<file path="config.mk">
export PLATFORM = sky130hd
export DESIGN_NAME = wstrb_burst_splitter
export DESIGN_NICKNAME = d
export VERILOG_FILES = /design/src/rtl/wsplit_pkg.sv /design/src/rtl/wsplit_beat_buf.sv /design/src/rtl/wsplit_planner.sv /design/src/rtl/wsplit_resp_merge.sv /design/src/rtl/wstrb_burst_splitter.sv
export SDC_FILE = /design/constraint.sdc
export NUM_CORES = 1
export LEC_CHECK = 0
export ABC_AREA = 0
export CAP_MARGIN = 20
export CORE_UTILIZATION = 40
export DETAILED_ROUTE_END_ITERATION = 12
export DONT_BUFFER_PORTS = 1
export PLACE_DENSITY = 0.53
export SYNTH_ARGS = -nofsm -noshare
export SYNTH_HDL_FRONTEND = slang
export SYNTH_SLANG_ARGS = --single-unit
</file>
<file path="constraint.sdc">
create_clock -name clk -period 10.3 [get_ports clk]
set_input_delay 1.03 -clock clk [delete_from_list [all_inputs] [get_ports clk]]
set_output_delay 1.03 -clock clk [all_outputs]
set_load 0.02 [all_outputs]
</file>
<file path="src/rtl/wsplit_pkg.sv">
package wsplit_pkg;

   typedef enum logic [1:0] {
      TS_ADDR,
      TS_FILL,
      TS_DRAIN
   } top_state_e;

   typedef enum logic [1:0] {
      PS_IDLE,
      PS_SEL,
      PS_CMD,
      PS_DATA
   } plan_state_e;

   // index of the lowest set byte enable within a 32-bit word
   function automatic logic [1:0] lowest_lane(input logic [3:0] be);
      logic [1:0] idx;
      idx = 2'd0;
      for (int i = 3; i >= 0; i--) begin
         if (be[i]) idx = 2'(i);
      end
      return idx;
   endfunction

endpackage

</file>
<file path="src/rtl/wsplit_beat_buf.sv">
module wsplit_beat_buf #(
   parameter int DEPTH = 16,
   localparam int IDX_W = (DEPTH > 1) ? $clog2(DEPTH) : 1
) (
   input  logic             clk,
   input  logic             wr_en,
   input  logic [IDX_W-1:0] wr_idx,
   input  logic [63:0]      wr_data,
   input  logic [7:0]       wr_strb,
   input  logic [IDX_W-1:0] rd_idx,
   output logic [63:0]      rd_data,
   output logic [7:0]       rd_strb
);

   logic [71:0] store_q [DEPTH];

   initial begin : p_param_check
      assert (DEPTH >= 2);
   end

   always_ff @(posedge clk) begin
      if (wr_en) store_q[wr_idx] <= {wr_strb, wr_data};
   end

   always_comb begin
      rd_data = store_q[rd_idx][63:0];
      rd_strb = store_q[rd_idx][71:64];
   end

endmodule

</file>
<file path="src/rtl/wsplit_planner.sv">
module wsplit_planner
   import wsplit_pkg::*;
#(
   parameter int ADDR_W    = 32,
   parameter int MAX_BEATS = 16,
   localparam int IDX_W  = $clog2(MAX_BEATS),
   localparam int CNT_W  = $clog2(MAX_BEATS + 1),
   localparam int WP_W   = $clog2(2 * MAX_BEATS + 1),
   localparam int DLEN_W = $clog2(2 * MAX_BEATS)
) (
   input  logic              clk,
   input  logic              rst_n,
   input  logic              start,
   input  logic [CNT_W-1:0]  n_beats,
   input  logic              first_full,
   input  logic              last_full,
   input  logic [ADDR_W-1:0] base_addr,
   output logic [IDX_W-1:0]  rd_idx,
   input  logic [63:0]       rd_data,
   input  logic [7:0]        rd_strb,
   output logic              cmd_valid,
   input  logic              cmd_ready,
   output logic [ADDR_W-1:0] cmd_addr,
   output logic [3:0]        cmd_be,
   output logic              cmd_burst,
   output logic [DLEN_W-1:0] cmd_len,
   output logic              dw_valid,
   input  logic              dw_ready,
   output logic [31:0]       dw_data,
   output logic              dw_last,
   output logic              piece_fire,
   output logic              done
);

   plan_state_e       st_q;
   logic [WP_W-1:0]   wp_q;
   logic [WP_W-1:0]   total_q;
   logic              bst_ok_q;
   logic [WP_W-1:0]   bst_start_q;
   logic [DLEN_W-1:0] bst_len_q;
   logic [DLEN_W-1:0] wcnt_q;
   logic [ADDR_W-1:0] c_addr_q;
   logic [3:0]        c_be_q;
   logic              c_burst_q;
   logic [DLEN_W-1:0] c_len_q;

   // decomposition decided once, when the last beat is stored
   logic              bst_ok_d;
   logic [WP_W-1:0]   bst_start_d;
   logic [DLEN_W-1:0] bst_len_d;
   logic [WP_W-1:0]   total_d;

   always_comb begin
      int n_i, lo_i, hi_i;
      n_i  = int'(n_beats);
      lo_i = first_full ? 0 : 1;
      hi_i = last_full ? n_i - 1 : n_i - 2;
      bst_ok_d    = (n_i > 1) && (hi_i > lo_i);
      bst_start_d = WP_W'(2 * lo_i);
      bst_len_d   = DLEN_W'(2 * (hi_i - lo_i + 1) - 1);
      total_d     = WP_W'(2 * n_i);
   end

   // current word as seen through the beat store
   logic [3:0]        half_be;
   logic [31:0]       half_data;
   logic [ADDR_W-1:0] word_addr;

   always_comb begin
      rd_idx    = IDX_W'(wp_q >> 1);
      half_be   = wp_q[0] ? rd_strb[7:4]   : rd_strb[3:0];
      half_data = wp_q[0] ? rd_data[63:32] : rd_data[31:0];
      word_addr = base_addr + ADDR_W'({wp_q, 2'b00});
   end

   logic sel_end, sel_burst, sel_skip;

   always_comb begin
      sel_end   = (st_q == PS_SEL) && (wp_q >= total_q);
      sel_burst = (st_q == PS_SEL) && !sel_end && bst_ok_q && (wp_q == bst_start_q);
      sel_skip  = (st_q == PS_SEL) && !sel_end && !sel_burst && (half_be == 4'h0);
   end

   always_ff @(posedge clk) begin
      if (!rst_n) begin
         st_q        <= PS_IDLE;
         wp_q        <= '0;
         total_q     <= '0;
         bst_ok_q    <= 1'b0;
         bst_start_q <= '0;
         bst_len_q   <= '0;
         wcnt_q      <= '0;
         c_addr_q    <= '0;
         c_be_q      <= '0;
         c_burst_q   <= 1'b0;
         c_len_q     <= '0;
      end else begin
         case (st_q)
            PS_IDLE: begin
               if (start) begin
                  wp_q        <= '0;
                  total_q     <= total_d;
                  bst_ok_q    <= bst_ok_d;
                  bst_start_q <= bst_start_d;
                  bst_len_q   <= bst_len_d;
                  st_q        <= PS_SEL;
               end
            end
            PS_SEL: begin
               if (sel_end) begin
                  st_q <= PS_IDLE;
               end else if (sel_burst) begin
                  c_addr_q  <= word_addr;
                  c_be_q    <= 4'hF;
                  c_burst_q <= 1'b1;
                  c_len_q   <= bst_len_q;
                  st_q      <= PS_CMD;
               end else if (sel_skip) begin
                  wp_q <= wp_q + 1'b1;
               end else begin
                  c_addr_q  <= word_addr + ADDR_W'(lowest_lane(half_be));
                  c_be_q    <= half_be;
                  c_burst_q <= 1'b0;
                  c_len_q   <= '0;
                  st_q      <= PS_CMD;
               end
            end
            PS_CMD: begin
               if (cmd_ready) begin
                  wcnt_q <= '0;
                  st_q   <= PS_DATA;
               end
            end
            PS_DATA: begin
               if (dw_ready) begin
                  wp_q   <= wp_q + 1'b1;
                  wcnt_q <= wcnt_q + 1'b1;
                  if (wcnt_q == c_len_q) st_q <= PS_SEL;
               end
            end
            default: st_q <= PS_IDLE;
         endcase
      end
   end

   always_comb begin
      cmd_valid  = (st_q == PS_CMD);
      cmd_addr   = c_addr_q;
      cmd_be     = c_be_q;
      cmd_burst  = c_burst_q;
      cmd_len    = c_len_q;
      dw_valid   = (st_q == PS_DATA);
      dw_data    = half_data;
      dw_last    = (wcnt_q == c_len_q);
      piece_fire = cmd_valid && cmd_ready;
      done       = sel_end;
   end

   // ---------------- checks on the emitted pieces ----------------
   logic [DLEN_W:0]   chk_words_q;
   logic [ADDR_W-3:0] chk_next_q;
   logic              chk_have_q;

   always_ff @(posedge clk) begin
      if (!rst_n) begin
         chk_words_q <= '0;
         chk_next_q  <= '0;
         chk_have_q  <= 1'b0;
      end else begin
         if (start && st_q == PS_IDLE) chk_have_q <= 1'b0;
         if (piece_fire) begin
            chk_words_q <= '0;
            chk_next_q  <= cmd_addr[ADDR_W-1:2] + (ADDR_W-2)'(cmd_len) + 1'b1;
            chk_have_q  <= 1'b1;
         end else if (dw_valid && dw_ready) begin
            chk_words_q <= chk_words_q + 1'b1;
         end
      end
   end

   // a single carries one word and at least one byte enable
   a_r5_single_shape: assert property (@(posedge clk) disable iff (!rst_n)
      cmd_valid && !cmd_burst |-> (cmd_len == '0) && (cmd_be != 4'h0));

   // pieces never step backwards or overlap
   a_r7_no_overlap: assert property (@(posedge clk) disable iff (!rst_n)
      cmd_valid && chk_have_q |-> cmd_addr[ADDR_W-1:2] >= chk_next_q);

   // the marked last word is word number cmd_len of the piece
   a_r8_word_count: assert property (@(posedge clk) disable iff (!rst_n)
      dw_valid && dw_last |-> chk_words_q == (DLEN_W + 1)'(cmd_len));

   // command and data of a piece never overlap in time
   a_r8_cmd_before_data: assert property (@(posedge clk) disable iff (!rst_n)
      dw_valid |-> !cmd_valid);

   // a stalled command keeps its fields
   a_r11_cmd_hold: assert property (@(posedge clk) disable iff (!rst_n)
      cmd_valid && !cmd_ready |=> cmd_valid && $stable(cmd_addr) && $stable(cmd_be)
                                  && $stable(cmd_len) && $stable(cmd_burst));

endmodule

</file>
<file path="src/rtl/wsplit_resp_merge.sv">
module wsplit_resp_merge #(
   parameter int MAX_BEATS = 16,
   localparam int PEND_W = $clog2(2 * MAX_BEATS + 1)
) (
   input  logic clk,
   input  logic rst_n,
   input  logic piece_fire,
   input  logic plan_done,
   input  logic cpl_valid,
   input  logic cpl_err,
   output logic b_valid,
   input  logic b_ready,
   output logic b_err
);

   logic [PEND_W-1:0] pend_q;
   logic              issued_all_q;
   logic              err_q;

   always_ff @(posedge clk) begin
      if (!rst_n) begin
         pend_q       <= '0;
         issued_all_q <= 1'b0;
         err_q        <= 1'b0;
      end else begin
         case ({piece_fire, cpl_valid})
            2'b10:   pend_q <= pend_q + 1'b1;
            2'b01:   pend_q <= pend_q - 1'b1;
            default: pend_q <= pend_q;
         endcase
         if (b_valid && b_ready) begin
            issued_all_q <= 1'b0;
            err_q        <= 1'b0;
         end else begin
            if (plan_done) issued_all_q <= 1'b1;
            if (cpl_valid && cpl_err) err_q <= 1'b1;
         end
      end
   end

   always_comb begin
      b_valid = issued_all_q && (pend_q == '0);
      b_err   = err_q;
   end

   // input assumption, a completion only for an accepted piece
   a_r9_cpl_expected: assert property (@(posedge clk) disable iff (!rst_n)
      cpl_valid |-> (pend_q != '0) || piece_fire);

   // a single response per write
   a_r9_one_resp: assert property (@(posedge clk) disable iff (!rst_n)
      b_valid && b_ready |=> !b_valid);

   // a stalled response keeps its error flag
   a_r11_resp_hold: assert property (@(posedge clk) disable iff (!rst_n)
      b_valid && !b_ready |=> b_valid && $stable(b_err));

endmodule

</file>
<file path="src/rtl/wstrb_burst_splitter.sv">
module wstrb_burst_splitter
   import wsplit_pkg::*;
#(
   parameter int ADDR_W    = 32,
   parameter int MAX_BEATS = 16,
   localparam int IDX_W  = $clog2(MAX_BEATS),
   localparam int CNT_W  = $clog2(MAX_BEATS + 1),
   localparam int DLEN_W = $clog2(2 * MAX_BEATS)
) (
   input  logic              clk,
   input  logic              rst_n,
   input  logic              aw_valid,
   output logic              aw_ready,
   input  logic [ADDR_W-1:0] aw_addr,
   input  logic [7:0]        aw_len,
   input  logic              w_valid,
   output logic              w_ready,
   input  logic [63:0]       w_data,
   input  logic [7:0]        w_strb,
   input  logic              w_last,
   output logic              b_valid,
   input  logic              b_ready,
   output logic              b_err,
   output logic              cmd_valid,
   input  logic              cmd_ready,
   output logic [ADDR_W-1:0] cmd_addr,
   output logic [3:0]        cmd_be,
   output logic              cmd_burst,
   output logic [DLEN_W-1:0] cmd_len,
   output logic              dw_valid,
   input  logic              dw_ready,
   output logic [31:0]       dw_data,
   output logic              dw_last,
   input  logic              cpl_valid,
   input  logic              cpl_err
);

   initial begin : p_param_check
      assert (MAX_BEATS >= 2 && MAX_BEATS <= 256);
      assert (ADDR_W >= DLEN_W + 4);
   end

   top_state_e        st_q;
   logic [ADDR_W-1:0] base_q;
   logic [CNT_W-1:0]  nbeats_q;
   logic [CNT_W-1:0]  fill_q;
   logic              first_full_q;

   logic aw_fire, w_fire, b_fire, start;
   logic first_full_in;

   always_comb begin
      aw_ready      = (st_q == TS_ADDR);
      w_ready       = (st_q == TS_FILL);
      aw_fire       = aw_valid && aw_ready;
      w_fire        = w_valid && w_ready;
      b_fire        = b_valid && b_ready;
      start         = w_fire && w_last;
      first_full_in = (fill_q == '0) ? (&w_strb) : first_full_q;
   end

   always_ff @(posedge clk) begin
      if (!rst_n) begin
         st_q         <= TS_ADDR;
         base_q       <= '0;
         nbeats_q     <= '0;
         fill_q       <= '0;
         first_full_q <= 1'b0;
      end else begin
         case (st_q)
            TS_ADDR: begin
               if (aw_fire) begin
                  base_q   <= aw_addr;
                  nbeats_q <= CNT_W'(aw_len) + 1'b1;
                  fill_q   <= '0;
                  st_q     <= TS_FILL;
               end
            end
            TS_FILL: begin
               if (w_fire) begin
                  first_full_q <= first_full_in;
                  fill_q       <= fill_q + 1'b1;
                  if (w_last) st_q <= TS_DRAIN;
               end
            end
            TS_DRAIN: begin
               if (b_fire) st_q <= TS_ADDR;
            end
            default: st_q <= TS_ADDR;
         endcase
      end
   end

   logic [IDX_W-1:0] rd_idx;
   logic [63:0]      rd_data;
   logic [7:0]       rd_strb;
   logic             piece_fire, plan_done;

   wsplit_beat_buf #(.DEPTH(MAX_BEATS)) buf_i (
      .clk     (clk),
      .wr_en   (w_fire),
      .wr_idx  (IDX_W'(fill_q)),
      .wr_data (w_data),
      .wr_strb (w_strb),
      .rd_idx  (rd_idx),
      .rd_data (rd_data),
      .rd_strb (rd_strb)
   );

   wsplit_planner #(.ADDR_W(ADDR_W), .MAX_BEATS(MAX_BEATS)) plan_i (
      .clk        (clk),
      .rst_n      (rst_n),
      .start      (start),
      .n_beats    (nbeats_q),
      .first_full (first_full_in),
      .last_full  (&w_strb),
      .base_addr  (base_q),
      .rd_idx     (rd_idx),
      .rd_data    (rd_data),
      .rd_strb    (rd_strb),
      .cmd_valid  (cmd_valid),
      .cmd_ready  (cmd_ready),
      .cmd_addr   (cmd_addr),
      .cmd_be     (cmd_be),
      .cmd_burst  (cmd_burst),
      .cmd_len    (cmd_len),
      .dw_valid   (dw_valid),
      .dw_ready   (dw_ready),
      .dw_data    (dw_data),
      .dw_last    (dw_last),
      .piece_fire (piece_fire),
      .done       (plan_done)
   );

   wsplit_resp_merge #(.MAX_BEATS(MAX_BEATS)) resp_i (
      .clk        (clk),
      .rst_n      (rst_n),
      .piece_fire (piece_fire),
      .plan_done  (plan_done),
      .cpl_valid  (cpl_valid),
      .cpl_err    (cpl_err),
      .b_valid    (b_valid),
      .b_ready    (b_ready),
      .b_err      (b_err)
   );

   // nothing leaves the block while beats are still being stored
   a_r2_store_first: assert property (@(posedge clk) disable iff (!rst_n)
      w_ready |-> !cmd_valid && !dw_valid && !b_valid);

   // w_ready only follows an accepted address
   a_r2_fill_after_addr: assert property (@(posedge clk) disable iff (!rst_n)
      $rose(w_ready) |-> $past(aw_fire));

   // input assumption: aligned start, beat count fits the store
   a_r4_addr_ok: assert property (@(posedge clk) disable iff (!rst_n)
      aw_fire |-> (aw_addr[2:0] == 3'b000) && (int'(aw_len) < MAX_BEATS));

   // input assumption: w_last on the announced final beat
   a_r4_last_pos: assert property (@(posedge clk) disable iff (!rst_n)
      w_fire |-> w_last == (fill_q == nbeats_q - 1'b1));

   // input assumption: inner beats carry full strobes
   a_r4_inner_full: assert property (@(posedge clk) disable iff (!rst_n)
      w_fire && (fill_q != '0) && !w_last |-> (&w_strb));

endmodule

</file>
==> flow_summary.json <==
{
  "synth.top_cell.area_share_pct": 67.89,
  "pwr-share-clk_pct": 44.5,
  "internal_power_mw": 8.492,
  "n_antenna_cell": 0,
  "arrival_ns": 5.68,
  "cp-end-kind": "primary output",
  "syn_area_um2": 50960,
  "dpl_cell_area_um2": 52950,
  "gp_congestion": 0.8307,
  "io-pin-count": 203,
  "wl_per_cell_um": 28.23,
  "antenna_found_initial": 3,
  "die_w_um": 358.9,
  "dp_slack_ns": 4.139,
  "hold_viol": 0,
  "fin_crit_sh_pct": 65.12,
  "dp_hpwl_um": 68120,
  "slew_headroom_pct": 27.84,
  "path_clk_slew_ns": 0.06,
  "avgSynthCellArea_um2": 19.51,
  "grt_max_degree": 107,
  "finClkSkew_ns": 0.03890,
  "dr_wl_met2_um": 63040,
  "synth_ff_type": "edfxtp_1",
  "async_flop_share_pct": 0,
  "whs_endpoint": "buf_i.store_q[11][24]",
  "cts-resized-gates": 0,
  "crit_type": "register to primary output",
  "worstReg2RegEnd": "plan_i.cmd_addr[30]",
  "setup_slack_ns": 3.593,
  "insertion_delay_ns": 0.77,
  "rr_worst_depth": 18,
  "synth_cell_types": 80,
  "core_um2": 126100,
  "initial_core_util_pct": 40.42,
  "cts_root_buffer": "clkbuf_16",
  "grt.overflow.total": 0,
  "tightest_slew_ns": 1.082,
  "cts_buffers": 137,
  "min_path_cells": 0,
  "final_nets": 2832,
  "postRouteAntennaNets": 0,
  "avgViaCountPerCell": 5.662,
  "run_status": "finished, final reports clean",
  "portBuffers": 0,
  "p_sw_share_pct": 20.58,
  "ys_seq_elements": 1276,
  "postCtsHoldBufs": 0,
  "r2r_slack_ns": 4.12,
  "drc_errors": 0,
  "ir_drop_uv": 175.2,
  "syn_inst": 2612,
  "place_inst": 4178,
  "cts_sinks": 1276,
  "rsz0062_at_grt": "no",
  "clockBufferDepth": 3,
  "maxCapViolCount": 0,
  "synth_top_cell_by_area": "edfxtp_1",
  "areaGrowthSynthToFinish_pct": 12.44,
  "cts_tree": "built",
  "dieArea_um2": 128800,
  "synth_edf_count": 1152,
  "first_iter_violations": 2367,
  "setup_viol": 0,
  "instances_no_fill": 4428,
  "crit_required_ns": 9.27,
  "setup_tns_ns": 0,
  "drive_gt1_share_pct": 24.01,
  "grt_first_pass_wirelength_um": 182500,
  "synth_warnings": 0,
  "htreeDepth": 4,
  "layout_min_cycle_time_ns": 6.707,
  "power_switching_mw": 2.200,
  "final_area_um2": 57300,
  "dr.max_layer_used": "met4",
  "min_path_type": "input port to register",
  "die_h_um": 358.9,
  "grt_usage_pct": 19.50,
  "fmaxAchievable_ghz": 0.1491,
  "leakage_nw": 17.25,
  "start_kind": "register",
  "grt_pass1_vias": 26530,
  "synth.most_common_cell": "edfxtp_1",
  "row_count": 130,
  "synth_common_cells": "1152 x edfxtp_1, 340 x mux4_2, 145 x nand2_1, 124 x dfxtp_1, 120 x nor2_1",
  "worstPathMaxFanout": 63,
  "synthTopCellsByArea": "edfxtp_1 68%, mux4_2 15%, dfxtp_1 4.9%",
  "post-cts-setup-buffers": 0,
  "worst_hold_startpoint": "w_data[24]",
  "maxSlewViolCount": 0,
  "wl_met3_um": 8134,
  "drt_wl_total_um": 125000,
  "wl_met1_um": 51580,
  "syn-num-nets": 2777,
  "pwr-share-comb_pct": 2.2,
  "num_vias": 25070,
  "p_per_area_nw_per_um2": 186.6,
  "seqPwrFrac_pct": 53.3,
  "first_pass_iters": 6,
  "ys_seq_area_share_pct": 72.76
}
==> stage by stage <==
step | utilization (%) | hold slack [ns] | power (mW)
after floorplan | - | 0.4286 | 5.976
after global placement | 42.00 | 0.4459 | 6.041
after detailed placement | 42.00 | 0.4552 | 6.048
after CTS | 45.45 | 0.2939 | 10.81
after global routing | 45.45 | 0.3120 | 11.02
final | 45.45 | 0.3554 | 10.69
==> registers in the layout (all words and copies together) (netlist names), 6 cells and up, named ones only <==
| name | cells |
|---|---|
| buf_i.store_q | 1152 |
| base_q | 32 |
| plan_i.cmd_addr | 32 |
| plan_i.wp_q | 6 |
| resp_i.pend_q | 6 |
==> how the worst max path moves through the flow <==
stage	cells past startpoint	endpoint	slack, ns	start
after detailed placement	18	plan_i.cmd_addr[30]	4.14	register
after global placement	18	plan_i.cmd_addr[30]	4.08	register
after floorplan	4	buf_i.store_q[3][0]	3.24	w_valid
after global routing	6	dw_data[14]	3.29	register
final	6	dw_data[17]	3.59	register
after CTS	6	dw_data[17]	3.37	register
==> metal layers <==
layer,vias to the layer above,global-route usage (%)
met5,-,0
met4,0,5.125
met3,161,4.907
met2,702,33.09
met1,13450,24.91
li1,10760,-
==> cell usage in the layout, fill, tap and decap left out, types with 33 or more instances in the layout <==
master     Yosys  routed
xnor2_1       39      39
ha_1          40      40
nor2_1       120     108
dfxtp_1      124     119
mux4_2       340     340
edfxtp_1    1152    1152
a21oi_1       76      76
o21ai_0       34      34
mux2i_1       50      50
nand3_1       33      33
buf_4          2      46
inv_1         38      38
clkbuf_16      0     142
nand2_1      145     145
==> area by class of cell <==
type | count | area (um^2)
Clock buffer | 177 | 3709
Clock inverter | 73 | 641.9
Fill cell | 10590 | 68760
Inverter | 39 | 146.4
Multi-Input combinational cell | 1164 | 13240
Sequential cell | 1276 | 37090
Tap cell | 1650 | 2064
Timing Repair Buffer | 49 | 405.4
==> cells by family after synthesis <==
group	synth area share, %
muxes	16.75
AOI/OAI and AO/OA	2.915
buffers and inverters	1.508
DFF	72.76
xor gates and xnor gates	1.220
adders and majority gates	1.100
and+or+nand+nor	3.754
==> worst max-delay path, stage by stage (launching register included) <==
cell and delay, ns:
dfxtp_4 0.83, buf_4 0.85, buf_4 0.86, buf_4 0.78, mux4_2 0.42, mux4_2 0.59, mux2_2 0.40
==> power by group through the flow <==
stage	clock, mW	combinational (mW)	sequential [mW]
CTS	4.87	0.237	5.70
finish	4.76	0.234	5.70
floorplan	0	0.174	5.80
detailed placement	0	0.235	5.81
global placement	0	0.231	5.81
global route	5.06	0.257	5.70
Power figures use the tool's default switching activity.
